$ cat config.mk
export PLATFORM = sky130hd
export DESIGN_NAME = adc_dma_seq
export DESIGN_NICKNAME = d
export VERILOG_FILES = /design/src/rtl/adc_dma_seq.sv
export SDC_FILE = /design/constraint.sdc
export NUM_CORES = 1
export LEC_CHECK = 0
export ABC_AREA = 0
export CAP_MARGIN = 15
export CELL_PAD_IN_SITES_DETAIL_PLACEMENT = 1
export CELL_PAD_IN_SITES_GLOBAL_PLACEMENT = 1
export CORE_MARGIN = 1
export CORE_UTILIZATION = 45
export CTS_CLUSTER_DIAMETER = 120
export DETAILED_ROUTE_END_ITERATION = 12
export HOLD_SLACK_MARGIN = 0.03
export PLACE_DENSITY = 0.94
export SYNTH_ARGS = -nofsm -noshare
export SYNTH_HDL_FRONTEND = slang
export SYNTH_SLANG_ARGS = --single-unit
$ cat constraint.sdc
create_clock -name clk -period 5.17 [get_ports clk]
set_clock_uncertainty 0.05 [all_clocks]
set_input_delay 1.551 -clock clk [delete_from_list [all_inputs] [get_ports clk]]
set_output_delay 1.551 -clock clk [all_outputs]
set_load 0.02 [all_outputs]
$ cat src/rtl/adc_dma_seq.sv
module adc_dma_seq #(
  parameter int ADDR_W = 24,
  parameter int ID_W   = 4,
  parameter int DATA_W = 12
) (
  input  logic              clk,
  input  logic              rst_n,
  input  logic              reg_we,
  input  logic [1:0]        reg_addr,
  input  logic [7:0]        reg_wdata,
  input  logic              trig,
  output logic              adc_req,
  output logic [ID_W-1:0]   adc_chan,
  input  logic              adc_done,
  input  logic [DATA_W-1:0] adc_data,
  output logic [ADDR_W-1:0] mem_addr,
  output logic              mem_rd,
  input  logic [7:0]        mem_rdata,
  output logic              mem_wr,
  output logic [7:0]        mem_wdata,
  output logic              busy,
  output logic              irq_flag,
  output logic              overrun
);
  localparam logic [ID_W-1:0] STOP = '1;

  typedef enum logic [2:0] {
    S_IDLE, S_RDC, S_RDN, S_CHK, S_TRIG, S_CONV, S_WRH, S_WRL
  } state_t;

  state_t              state;
  logic [7:0]          lo_q, mid_q;
  logic [ADDR_W-1:0]   start_q, ptr_q;
  logic [ID_W-1:0]     cur_id;
  logic [DATA_W-1:0]   res_q;

  wire ctrl_wr  = reg_we && reg_addr == 2'd3;
  wire at_end   = cur_id == STOP || mem_rdata[7:8-ID_W] == STOP;

  assign busy     = state != S_IDLE;
  assign mem_rd   = state == S_RDC || state == S_RDN;
  assign mem_wr   = state == S_WRH || state == S_WRL;
  assign adc_req  = state == S_CONV;
  assign adc_chan = cur_id;
  assign mem_wdata = (state == S_WRH) ? {cur_id, res_q[DATA_W-1:8]} : res_q[7:0];

  always_comb begin
    case (state)
      S_RDN:   mem_addr = ptr_q + ADDR_W'(2);
      S_WRL:   mem_addr = ptr_q + ADDR_W'(1);
      default: mem_addr = ptr_q;
    endcase
  end

  always_ff @(posedge clk or negedge rst_n) begin
    if (!rst_n) begin
      state    <= S_IDLE;
      lo_q     <= '0;
      mid_q    <= '0;
      start_q  <= '0;
      ptr_q    <= '0;
      cur_id   <= '0;
      res_q    <= '0;
      irq_flag <= 1'b0;
      overrun  <= 1'b0;
    end else begin
      if (trig && busy && state != S_TRIG) overrun <= 1'b1;
      case (state)
        S_IDLE: if (reg_we) begin
          case (reg_addr)
            2'd0: lo_q <= reg_wdata;
            2'd1: mid_q <= reg_wdata;
            2'd2: start_q <= ADDR_W'({reg_wdata, mid_q, lo_q});
            default: ;
          endcase
          if (ctrl_wr) begin
            irq_flag <= 1'b0;
            overrun  <= 1'b0;
            if (reg_wdata[0]) begin
              ptr_q <= start_q;
              state <= S_RDC;
            end
          end
        end
        S_RDC: state <= S_RDN;
        S_RDN: begin
          cur_id <= mem_rdata[7:8-ID_W];
          state  <= S_CHK;
        end
        S_CHK: if (at_end) begin
          irq_flag <= 1'b1;
          state    <= S_IDLE;
        end else begin
          state <= S_TRIG;
        end
        S_TRIG: if (trig) state <= S_CONV;
        S_CONV: if (adc_done) begin
          res_q <= adc_data;
          state <= S_WRH;
        end
        S_WRH: state <= S_WRL;
        S_WRL: begin
          ptr_q <= ptr_q + ADDR_W'(2);
          state <= S_RDC;
        end
        default: state <= S_IDLE;
      endcase
    end
  end
endmodule

After elaboration in Yosys (flattened, before gate mapping)

Index checks and enable logic that the tools add are counted.

Flip-flop bits (word level): 85
Latch bits: 0
RAM bits: 0
Bits in read-only memories: 0
Bits of input ports: 35
Logic and storage cells: 69
Memories: 0

$add $sub $neg: 2
Multipliers: 0
Divide/modulo/power cells: 0
Order comparisons: 0
Eq/ne operators: 19
Shift operators: 0
Mux-type cells: 21
Bitwise operators: 0
Reduce and logical (&&, ||, !) cells: 18

Operators by type and width:

| cell                  | number |
|---|---|
| $pmux 24 s2           | 2 |
| $mux 24               | 3 |
| $add 24x1->24 const B | 1 |
| $add 24x2->24 const B | 1 |
| $pmux 3 s8            | 1 |
| $mux 3                | 6 |
| $eq 3x3->1 const B    | 4 |
| $ne 2x2->1 const B    | 5 |
| $reduce_and 3->1      | 3 |
| $eq 4x4->1 const B    | 2 |
| $mux 8                | 1 |
| $reduce_and 4->1      | 2 |
| $mux 1                | 7 |
| $eq 3x2->1 const B    | 2 |
| $reduce_and 5->1      | 1 |
| $eq 2x2->1 const B    | 2 |
| $reduce_bool 2->1     | 2 |
| $eq 3x1->1 const B    | 1 |
| $logic_and 1x1->1     | 3 |
| $logic_not 3->1       | 1 |
| $logic_or 1x1->1      | 3 |
| $ne 3x3->1 const B    | 1 |
| $reduce_bool 3->1     | 1 |
| $eq 2x1->1 const B    | 1 |
| 4 further kinds       | 4 |

Logic depth before layout (Yosys ltp)

Depth after elaboration: 7
Mapped depth: 7
Depth with buffers taken out: 5

Worst setup path after synthesis

No wires, ideal clock.

Path type: register to output
Start point: reg state[2]
End point: out mem_addr[20]
Arrival: 1.869 ns
Data required time: 3.569 ns
Setup slack: 1.700 ns
Stages on the path, launching flop included: 6
Path buffers: 1
Cell sequence: dfrtp_1 > buf_2 > or3b_1 > a211oi_1 > nand3_1 > xnor2_1

Longest elaborated chain between the ends: 2
Elaborated cells between the ends (all ways): 3
Classes of those cells: eq/ne: 2; mux: 1

Ends and longest elaborated chain:

| what                                            | line | source |
|---|---|---|
| start, declared                                 | 31   | `state_t state;` |
| start signal, assigned                          | 57   | `state <= S_IDLE;` |
| start signal, assigned                          | 81   | `state <= S_RDC;` |
| start signal, assigned                          | 85   | `S_RDC: state <= S_RDN;` |
| $eq 3x3->1 / $eq 3x2->1 (equally long branches) | 48   | `case (state)` |
| $pmux 24 s2 *                                   | 48   |  |
| end, declared                                   | 16   | `output logic [ADDR_W-1:0] mem_addr,` |

Mark *: on every way between the ends. The rest lies on a longest branch, timed or not.

Final worst setup path

Start point: reg state[0]
End point: out mem_addr[18]

Same word-level chain as after synthesis.

==> flow_summary.toml <==
[synth]
yosysWarningCount = 0
synth_adder_area_share = 0.00559
synth_cell_types = 51
syn_nets = 465
synth_top_family_by_area = "simple AND/OR/NAND/NOR gates"
yosys.area.top_type = "dfrtp_1"
syn_area_per_cell_um2 = 10.5
synth-compound-area-share = 0.106
synth_area_mm2 = 0.00448
yosys-top-cells-count = "dfrtp_1, mux2_2, nand2_1, nor2_1"
synth-edff-count = 0
ys_seq_elements = 85
synthMuxAreaShare = 0.163
synth-seq-area-share = 0.475
synth_most_common_cell = "dfrtp_1"
synth_xor_area_frac = 0.0430
syn_inst = 428
yosys.area_share.simple = 0.173
synthFlopType = "dfrtp_1"
async_reset_ff_frac = 1.00
netlist.area_leader.share = 0.475
synthTopCellsByArea = "dfrtp_1, mux2_2, nand2_1"

[hold_path]
holdCritStartpoint = "mid_q[1]"
hold_end = "start_q[9]"
hp-class = "reg2reg"
hold_depth = 1

[worst_setup_path]
timing.rr.end = "ptr_q[10]"
critical_path_required_ps = 3570
cp_max_fo = 17
worstPathArrival_ps = 3130
critPathMaxStageDelay_ps = 610
crit_chain = "or3b_1, a211oi_2, nor3b_1, xor2_1, clkdlybuf4s50_1"
r2r-start = "state[0]"
rrSetupSlack_ps = 2360
crit_path_start_kind = "flip-flop"
crit_slowest_cell = "clkdlybuf4s50_1"
critical_path_class = "reg2out"
crit_buf_inv = 1
crit_start = "state[0]"
crit_family = "simple AND/OR/NAND/NOR gates"
reg2reg_depth = 5
end_kind = "output pin"

[placed_design]
dp_cells = 607
port_buffers = 72
dp_hpwl_um = 9360
gp_congestion = 0.854
dpl_cell_area_mm2 = 0.00526

[cells_and_area]
area_delta_synth_final_pct = 22.5
fin_nets = 523
fin_cells = 624
drive_gt1_frac = 0.191
insertedDiodeCount = 0
postLayoutCellArea_mm2 = 0.00549
fin_util = 0.564

[floorplanning]
die-area_mm2 = 0.0104
die_h_um = 102
num_rows = 36
ios = 77
core_area_mm2 = 0.00973
start_util = 0.461
die_x_um = 102

[timing]
rsz0062_at_grt = "no"
period_minus_slack_ps = 4730
fmax_ghz = 0.212
post-route-period-util = 0.914
worstMarginPinSlew_ps = 1070
slew_headroom = 0.285
setup_viol = 0
slew_viol_final = 0
fin_tns_setup_ps = 0
hold_viol = 0

[grt]
overflow = 0
grt_max_degree = 86
grtUsageTotal = 0.282
antenna_found_initial = 0
grt_pass1_wl_um = 21900
grt_pass1_vias = 4025

[outcome]
status = "complete, no violations"

[power_and_ir_drop]
ir_drop_uv = 270
p_per_area_mw_per_mm2 = 610
power_leakage_nw = 2.23
power.total_mw = 3.35

[flow_run]
cap_violations = 0

[cts]
cts_resized = 0
clock_latency_ps = 370
numClockSinks = 85
holdBufCountCts = 0
clkTransAtPathRegs_ps = 90
htreeDepth = 3
cts_buffers = 9
cts_tree = "yes"
cts_max_path_buffers = 2
postCtsSetupBuffers = 0
cts_root_buf = "clkbuf_8"

[route]
wl_um = 13400
num_vias = 3726
remaining_drc_errors = 0
vias_per_cell = 5.97
drtAntennaViolNets = 0
wl_per_cell_um = 21.5
drt_iter0_drc = 238
first_pass_iters = 4
==> worst register-to-register path, stage by stage, from the launching register on <==
cell      delay [ps]
dfrtp_1          720
nand3_1          520
buf_4            360
nor3_1           570
a311oi_1         220
nor3_1           280
==> per-layer routing <==
metal | GRT usage | vias to the layer above | share of wire
met5 | 0 | - | 0
met4 | 0.116 | 0 | 0.028
met3 | 0.0386 | 29 | 0.044
met2 | 0.479 | 117 | 0.51
met1 | 0.364 | 1899 | 0.42
li1 | - | 1681 | -
==> per-stage QoR <==
stage	hold WS, ps	worst slack (ps)
floorplan	393	1700
global placement	433	919
detailed placement	439	901
CTS	459	457
global route	471	319
finish	458	443
==> flip-flops by register name, summed over array words and instances, names as in the netlist <==
name      count
ptr_q        24
lo_q          8
res_q        12
adc_chan      4
overrun       1
mid_q         8
irq_flag      1
start_q      24
state         3
==> kinds of logic after synthesis <==
logic type | Yosys count
and+or+nand+nor | 147
DFF | 85
xor gates and xnor gates | 22
buffers and inverters | 37
muxes | 65
AOI/OAI and AO/OA | 70
adders and majority gates | 2
==> cell usage in the layout, fill, tap and decap left out, types with 5 or more instances in the layout <==
master,Yosys,routed
o22ai_1,5,5
mux2_2,64,64
inv_1,8,8
o21ai_0,10,10
xor2_1,12,12
dfrtp_1,85,85
and3_1,5,5
a211oi_1,7,7
a311oi_1,8,8
nor3_1,14,14
and4_1,6,6
nor4_1,7,7
nand4_1,12,12
nand2_1,33,33
xnor2_1,10,10
clkbuf_8,0,9
clkdlybuf4s50_1,0,71
nand3_1,19,19
a21oi_1,19,19
nor2_1,29,29
==> where the power goes <==
group / switching (mW) / internal [mW]
clock network: 0.268 / 0.225
registers: 0.376 / 0.955
logic: 0.795 / 0.728
==> layout make-up <==
| cell class | count | area [µm²] |
|---|---|---|
| fill | 1075 | 4240 |
| tap | 133 | 166 |
| clock buffer | 9 | 124 |
| clock inverter | 7 | 75.1 |
| timing repair buffer | 76 | 768 |
| inverter | 8 | 30.0 |
| sequential | 85 | 2130 |
| multi-input combinational | 306 | 2200 |
==> how the worst max path moves through the flow <==
| stage | to | depth (start not counted) |
|---|---|---|
| 2_1_floorplan | mem_addr[20] | 5 |
| 3_3_place_gp | mem_addr[18] | 5 |
| 6_report | mem_addr[18] | 5 |
| 5_1_grt | mem_addr[22] | 5 |
| 3_5_place_dp | mem_addr[18] | 5 |
| 4_1_cts | mem_addr[18] | 5 |
Note: power is estimated with default switching activity, not from simulation.
